### src/rtl/txdg_pkg.sv
package txdg_pkg;

  typedef enum logic [2:0] {
    ERR_NONE = 3'd0,
    ERR_SOP  = 3'd1,
    ERR_OWN  = 3'd2,
    ERR_NEXT = 3'd3,
    ERR_PTR  = 3'd4,
    ERR_LEN  = 3'd5,
    ERR_PKT  = 3'd6
  } errCode_e;

  // strobes from control to datapath
  typedef struct packed {
    logic startPkt;
    logic addLen;
  } dpStrobe_t;

  // rule results from datapath to control
  typedef struct packed {
    logic ownBad;
    logic nextBad;
    logic ptrBad;
    logic lenBad;
    logic pktBad;
  } ruleHits_t;

  localparam logic [1:0] ADDR_RAW = 2'd0;
  localparam logic [1:0] ADDR_MSK = 2'd1;
  localparam logic [1:0] ADDR_SET = 2'd2;
  localparam logic [1:0] ADDR_CLR = 2'd3;

endpackage

### src/rtl/txdg_datapath.sv
module txdg_datapath
  import txdg_pkg::*;
#(
  parameter int AW = 32,
  parameter int LW = 16,
  parameter int GUARD = 4
) (
  input  logic          clk,
  input  logic          rstN,
  input  dpStrobe_t     strobe,
  input  logic          descSop,
  input  logic          descEop,
  input  logic          descOwn,
  input  logic [AW-1:0] descNext,
  input  logic [AW-1:0] descBufPtr,
  input  logic [LW-1:0] descBufLen,
  input  logic [LW-1:0] descPktLen,
  output ruleHits_t     hits
);

  localparam int ACCW = LW + GUARD;

  logic [ACCW-1:0] accLen;
  logic [LW-1:0]   pktRef;
  logic [ACCW-1:0] sumNow;
  logic [ACCW-1:0] refNow;

  always_ff @(posedge clk or negedge rstN) begin
    if (!rstN) begin
      accLen <= '0;
      pktRef <= '0;
    end else if (strobe.startPkt) begin
      accLen <= ACCW'(descBufLen);
      pktRef <= descPktLen;
    end else if (strobe.addLen) begin
      accLen <= accLen + ACCW'(descBufLen);
    end
  end

  always_comb begin
    sumNow = descSop ? ACCW'(descBufLen) : accLen + ACCW'(descBufLen);
    refNow = descSop ? ACCW'(descPktLen) : ACCW'(pktRef);
    hits.ownBad  = descSop && !descOwn;
    hits.nextBad = !descEop && (descNext == '0);
    hits.ptrBad  = (descBufPtr == '0);
    hits.lenBad  = (descBufLen == '0);
    hits.pktBad  = descEop && (sumNow != refNow);
  end

  // a started packet carries the length of its opening buffer
  assert_acc_start_R7: assert property (@(posedge clk) disable iff (!rstN)
    strobe.startPkt |=> (accLen == ACCW'($past(descBufLen))));

endmodule

### src/rtl/txdg_control.sv
module txdg_control
  import txdg_pkg::*;
#(
  parameter int DW = 8
) (
  input  logic          clk,
  input  logic          rstN,
  input  logic          descValid,
  input  logic          descSop,
  input  logic          descEop,
  input  ruleHits_t     hits,
  input  logic          regWrEn,
  input  logic [1:0]    regAddr,
  input  logic [DW-1:0] regWrData,
  output dpStrobe_t     strobe,
  output logic [DW-1:0] regRdData,
  output logic [2:0]    errCode,
  output logic          intRaw,
  output logic          intMasked,
  output logic          haltReq
);

  logic     inPkt;
  logic     maskEn;
  logic     haltQ;
  errCode_e codeQ;
  errCode_e firstCode;
  logic     sopBad;

  assign sopBad = (descSop == inPkt);

  always_comb begin
    if (sopBad)            firstCode = ERR_SOP;
    else if (hits.ownBad)  firstCode = ERR_OWN;
    else if (hits.nextBad) firstCode = ERR_NEXT;
    else if (hits.ptrBad)  firstCode = ERR_PTR;
    else if (hits.lenBad)  firstCode = ERR_LEN;
    else if (hits.pktBad)  firstCode = ERR_PKT;
    else                   firstCode = ERR_NONE;
  end

  always_comb begin
    strobe.startPkt = descValid && descSop;
    strobe.addLen   = descValid && !descSop && inPkt;
  end

  always_ff @(posedge clk or negedge rstN) begin
    if (!rstN) begin
      inPkt  <= 1'b0;
      codeQ  <= ERR_NONE;
      haltQ  <= 1'b0;
      maskEn <= 1'b0;
    end else begin
      if (descValid) inPkt <= (descSop || inPkt) && !descEop;
      if (descValid && codeQ == ERR_NONE) codeQ <= firstCode;
      haltQ <= haltQ || (codeQ != ERR_NONE);
      if (regWrEn && regWrData[0]) begin
        if (regAddr == ADDR_SET)      maskEn <= 1'b1;
        else if (regAddr == ADDR_CLR) maskEn <= 1'b0;
      end
    end
  end

  assign errCode   = codeQ;
  assign intRaw    = (codeQ != ERR_NONE);
  assign intMasked = intRaw && maskEn;
  assign haltReq   = haltQ;

  always_comb begin
    regRdData = '0;
    case (regAddr)
      ADDR_RAW: regRdData[0] = intRaw;
      ADDR_MSK: regRdData[0] = intMasked;
      default:  regRdData[0] = maskEn;
    endcase
  end

  assert_code_sticky_R9: assert property (@(posedge clk) disable iff (!rstN)
    (errCode != 3'd0) |=> $stable(errCode));
  assert_idle_hold_R8: assert property (@(posedge clk) disable iff (!rstN)
    (!descValid && errCode == 3'd0) |=> (errCode == 3'd0));
  assert_code_range_R8: assert property (@(posedge clk) disable iff (!rstN)
    errCode <= 3'd6);
  assert_halt_follows_R10: assert property (@(posedge clk) disable iff (!rstN)
    intRaw |=> haltReq);
  assert_halt_not_early_R10: assert property (@(posedge clk) disable iff (!rstN)
    (!intRaw && !haltReq) |=> !haltReq);
  assert_mask_set_R11: assert property (@(posedge clk) disable iff (!rstN)
    (regWrEn && regAddr == ADDR_SET && regWrData[0]) |=> maskEn);
  assert_mask_clear_R11: assert property (@(posedge clk) disable iff (!rstN)
    (regWrEn && regAddr == ADDR_CLR && regWrData[0]) |=> !maskEn);

endmodule

### src/rtl/txdesc_guard.sv
module txdesc_guard
  import txdg_pkg::*;
#(
  parameter int AW = 32,
  parameter int LW = 16,
  parameter int DW = 8
) (
  input  logic          clk,
  input  logic          rstN,
  input  logic          descValid,
  input  logic          descSop,
  input  logic          descEop,
  input  logic          descOwn,
  input  logic [AW-1:0] descNext,
  input  logic [AW-1:0] descBufPtr,
  input  logic [LW-1:0] descBufLen,
  input  logic [LW-1:0] descPktLen,
  input  logic          regWrEn,
  input  logic [1:0]    regAddr,
  input  logic [DW-1:0] regWrData,
  output logic [DW-1:0] regRdData,
  output logic [2:0]    errCode,
  output logic          intRaw,
  output logic          intMasked,
  output logic          haltReq
);

  dpStrobe_t strobe;
  ruleHits_t hits;

  txdg_datapath #(.AW(AW), .LW(LW)) dp (
    .clk(clk), .rstN(rstN), .strobe(strobe),
    .descSop(descSop), .descEop(descEop), .descOwn(descOwn),
    .descNext(descNext), .descBufPtr(descBufPtr),
    .descBufLen(descBufLen), .descPktLen(descPktLen),
    .hits(hits)
  );

  txdg_control #(.DW(DW)) ctl (
    .clk(clk), .rstN(rstN), .descValid(descValid),
    .descSop(descSop), .descEop(descEop), .hits(hits),
    .regWrEn(regWrEn), .regAddr(regAddr), .regWrData(regWrData),
    .strobe(strobe), .regRdData(regRdData), .errCode(errCode),
    .intRaw(intRaw), .intMasked(intMasked), .haltReq(haltReq)
  );

  assert_masked_implies_raw_R11: assert property (@(posedge clk) disable iff (!rstN)
    intMasked |-> intRaw);
  assert_raw_sticky_R9: assert property (@(posedge clk) disable iff (!rstN)
    intRaw |=> intRaw);

endmodule

### config.mk
export PLATFORM = sky130hd
export DESIGN_NAME = txdesc_guard
export DESIGN_NICKNAME = d
export VERILOG_FILES = /design/src/rtl/txdg_pkg.sv /design/src/rtl/txdg_datapath.sv /design/src/rtl/txdg_control.sv /design/src/rtl/txdesc_guard.sv
export SDC_FILE = /design/constraint.sdc
export NUM_CORES = 1
export LEC_CHECK = 0
export BUFFER_PORTS_ARGS = -buffer_cell sky130_fd_sc_hd__buf_2
export CELL_PAD_IN_SITES_DETAIL_PLACEMENT = 0
export CELL_PAD_IN_SITES_GLOBAL_PLACEMENT = 2
export CORE_MARGIN = 4
export CORE_UTILIZATION = 26
export DETAILED_ROUTE_END_ITERATION = 7
export GPL_ROUTABILITY_DRIVEN = 0
export PLACE_DENSITY_LB_ADDON = 0.1
export SYNTH_ARGS = -nofsm -noshare
export SYNTH_HDL_FRONTEND = slang
export SYNTH_SLANG_ARGS = --single-unit
### constraint.sdc
create_clock -name clk -period 3.2 [get_ports clk]
set_clock_uncertainty 0.1 [all_clocks]
set_input_delay 0.16 -clock clk [delete_from_list [all_inputs] [get_ports clk]]
set_output_delay 0.16 -clock clk [all_outputs]
set_load 0.01 [all_outputs]
==> results.md <==
* Achievable clock frequency at 0.316 GHz
* Worst Hold Launch: descPktLen[3]
* Reg clk slew, reported paths at 0.07 ns
* Tcrit/Tclk final at between 90% and 100%
* Leakage Power at between 2 and 2.5 nW
* Netlist cell types at 56
* Initial antenna violation count at 0
* Crit. Startpoint: dp.accLen[0]$_DFFE_PN0P_
* RSZ-0062 raised after global routing: true
* Maximum clock path buffer count at 2
* Number of flops mapped to enable cells by yosys at 0
* Critical Path RT at approximately 3.3 ns
* Actual slew at the worst max-slew pin at 1.01 ns
* Worst slew margin at about a third
* Pwr Density at approximately 590 mW/mm2
* Post-DP HPWL at slightly above 9000 um
* Largest net degree at the start of global routing at between 40 and 50
* Worst Reg-to-Reg Cells at 11
* Worst-Skew Late Latency at between 0.2 and 0.3 ns
* Crit path max fanout at 3
* Setup slack, reg-to-reg at 0.03 ns
* DRT Pass-1 Iters at 4
* Hold Vio Cnt, Final at 0
* First-pass GRT wire length at ~19000 um
* Post-synthesis compound-gate area fraction at 21.9%
* Worst setup margin at about 0.031 ns
* Dominant cells by area after synthesis: dfrtp_1 (30%), ha_1 (6.1%), xnor2_1 (5.8%)
* Hold WC Path Type: in2reg
* Port Buffers at 112
* Hold path endpoint: dp.pktRef[3]$_DFFE_PN0P_
* Seq cells post-synth at 42
* Seq/Total Area, Yosys at between 30% and 40%
* Via count at 3514
* Post-layout power at between 2 and 3 mW
* Tmin final at about 3.2 ns
* Commonest non-fill, non-tap cell in the layout: buf_2
* CTS tree: done
* CP max stage delay at approximately 0.52 ns
* DR vias/cell at just under 5
* Outcome: finished, final reports clean
* Final Routed Wirelength at 11900 um
* CTS Buf Count at 5
* CTS root buf: clkbuf_16
* Crit path buf inv count at 1
* Hold path cells at 2
* Nets@finish at 664
* Largest area contributor in the netlist: dfrtp_1
* Max-cap violations at 0
* Die Y at between 100 and 150 um
* Top delay family on crit path: compound AO/OA/AOI/OAI gates
* Critical path launch point type: flop
* DP Area at between 0.004 and 0.005 mm2
* GRT overflow at 0
* Final setup vio count at 0
* Critical-path top delay cell: or4_4
* Number of global-route vias before repair at about 3500
* Synth top area share at 30.1%
* DRT iter0 DRCs at around 180
* CP Class: reg2reg
* CTS sink cnt at between 40 and 50
* DIE AREA at roughly 0.015 mm2
* Pre-CTS setup slack at -0.207 ns
* I/O Pins at approximately 130
* Total number of yosys warnings at 0
* Max VDD drop at roughly 190 uV
* Most frequent cells in the layout: buf_2 (112), dfrtp_1 (42), buf_4 (39)
* Synth Area in Adders at around 6.7%
* Layout cells sized above 1 at between 30% and 40%
* Post-synthesis simple-gate area fraction at 16.4%
* Hold WS at about 0.022 ns
* Largest family of logic cells by synthesized area: compound AO/OA/AOI/OAI gates
* DR DRC count at 0
* Starting Density at 26.5%
* Slew Viols, Final at 0
* Mapped cell area at 0.00349 mm2
* Final ANT Viol Nets at 0
* Chip width at 124 um
* Area Growth Syn to Fin at 35.8%
* Syn avg cell area at roughly 9 um2
* Syn Inst Count at roughly 390
* XOR/XNOR Fraction of Synth Area at 13.9%
* Post-DR wirelength/cell at 16.8 um
* CP endpoint kind: flop
* CP arrival at about 3.2 ns
* ANT cells at 0
* Row cnt at 42
* Worst reg2reg path startpoint: dp.accLen[0]$_DFFE_PN0P_
* CP cell instances: ha_2, buf_4, a211o_1, a2111oi_4, o21bai_1, xnor2_2, xor2_1, a41oi_1, or4_4, a211oi_4, o31ai_1
* H-Tree Depth at 2
* GRT Total Usage at between 10% and 20%
* Floorplan Core Area at between 0.01 and 0.015 mm2
* Reg-to-reg critical path endpoint: ctl.errCode[1]$_DFFE_PN0P_
* Primary FF master, synth: dfrtp_1
* Post-synthesis mux area share at under 10%
* Design area at 0.00474 mm2
* Ys async rst share at 100%
logic make-up after synthesis:
| family | Yosys count |
|---|---|
| adder cells (fa/ha/maj) | 18 |
| AO/OA/AOI/OAI | 119 |
| AND/OR/NAND/NOR | 109 |
| multiplexers | 18 |
| buffers and inverters | 38 |
| XOR/XNOR | 48 |
| flip-flops | 42 |
| other | 1 |
metrics by stage:
stage / instances / setup TNS [ns] / utilization, %
global route: 710 / -0.250 / 36.0
detailed placement: 695 / -0.394 / 33.5
global placement: 695 / -0.195 / 33.5
CTS: 710 / 0 / 35.8
finish: 710 / 0 / 36.0
floorplan: 399 / 0 / -
flip-flops by register name (all words and copies together), names as in the netlist:
signal       flops
ctl.errCode      3
ctl.haltReq      1
ctl.inPkt        1
ctl.maskEn       1
dp.accLen       20
dp.pktRef       16
how the worst max path moves through the flow:
stage | endpoint | slack [ns] | cells past startpoint
CTS | ctl.errCode[2]$_DFFE_PN0P_ | 0.003 | 13
finish | ctl.errCode[1]$_DFFE_PN0P_ | 0.03 | 11
global route | ctl.errCode[2]$_DFFE_PN0P_ | -0.13 | 13
floorplan | ctl.errCode[1]$_DFFE_PN0P_ | 0.09 | 12
detailed placement | ctl.errCode[1]$_DFFE_PN0P_ | -0.21 | 13
global placement | ctl.errCode[1]$_DFFE_PN0P_ | -0.10 | 12
what timing repair did:
action,4_1_cts,5_1_grt
setup buffers,5,0
pin swaps,15,2
hold buffers,2,0
endpoints found under the hold margin,43,0
endpoints found under the setup margin,2,2
resized for setup,11,4
power by group:
part	total [mW]	switching, mW	internal, mW
Sequential	0.727	0.0915	0.635
Combinational	1.36	0.687	0.676
Clock	0.701	0.231	0.469
synthesized netlist by cell type, types with 2 or more instances:
cell / n
dfrtp_1: 42
a21oi_1: 31
o21ai_0: 24
xnor2_1: 23
nor4_1: 22
o22ai_1: 22
nand2_1: 20
xor2_1: 20
nand3_1: 19
ha_1: 17
mux2_2: 17
nor2_1: 17
clkbuf_1: 13
inv_1: 12
nand4_1: 9
buf_4: 7
a31oi_1: 5
a21o_1: 4
and3_1: 4
buf_1: 4
nand2b_1: 4
a211oi_2: 3
nor3_1: 3
o211ai_1: 3
o21a_1: 3
o21ai_1: 3
o21bai_1: 3
o31ai_1: 3
a211o_1: 2
a311o_1: 2
a41oi_1: 2
and2_1: 2
nand4b_1: 2
nor2b_1: 2
or4_1: 2
xor3_1: 2
layer usage:
layer  track usage, %  vias up  part of all wire (%)
met4             3.25        0                  0.87
met2             26.0       64                    48
met5                0        -                     0
met1             23.1     1700                    48
li1                 -     1741                     -
met3             2.68        9                   3.6
cell type report:
cell class / count / area [um2]
multi-input combinational: 319 / 2350
sequential: 42 / 1050
inverter: 12 / 45.0
clock buffer: 6 / 139
clock inverter: 2 / 60.1
fill: 1384 / 8450
tap: 176 / 220
timing repair buffer: 153 / 873
Power figures use the tool's default switching activity.
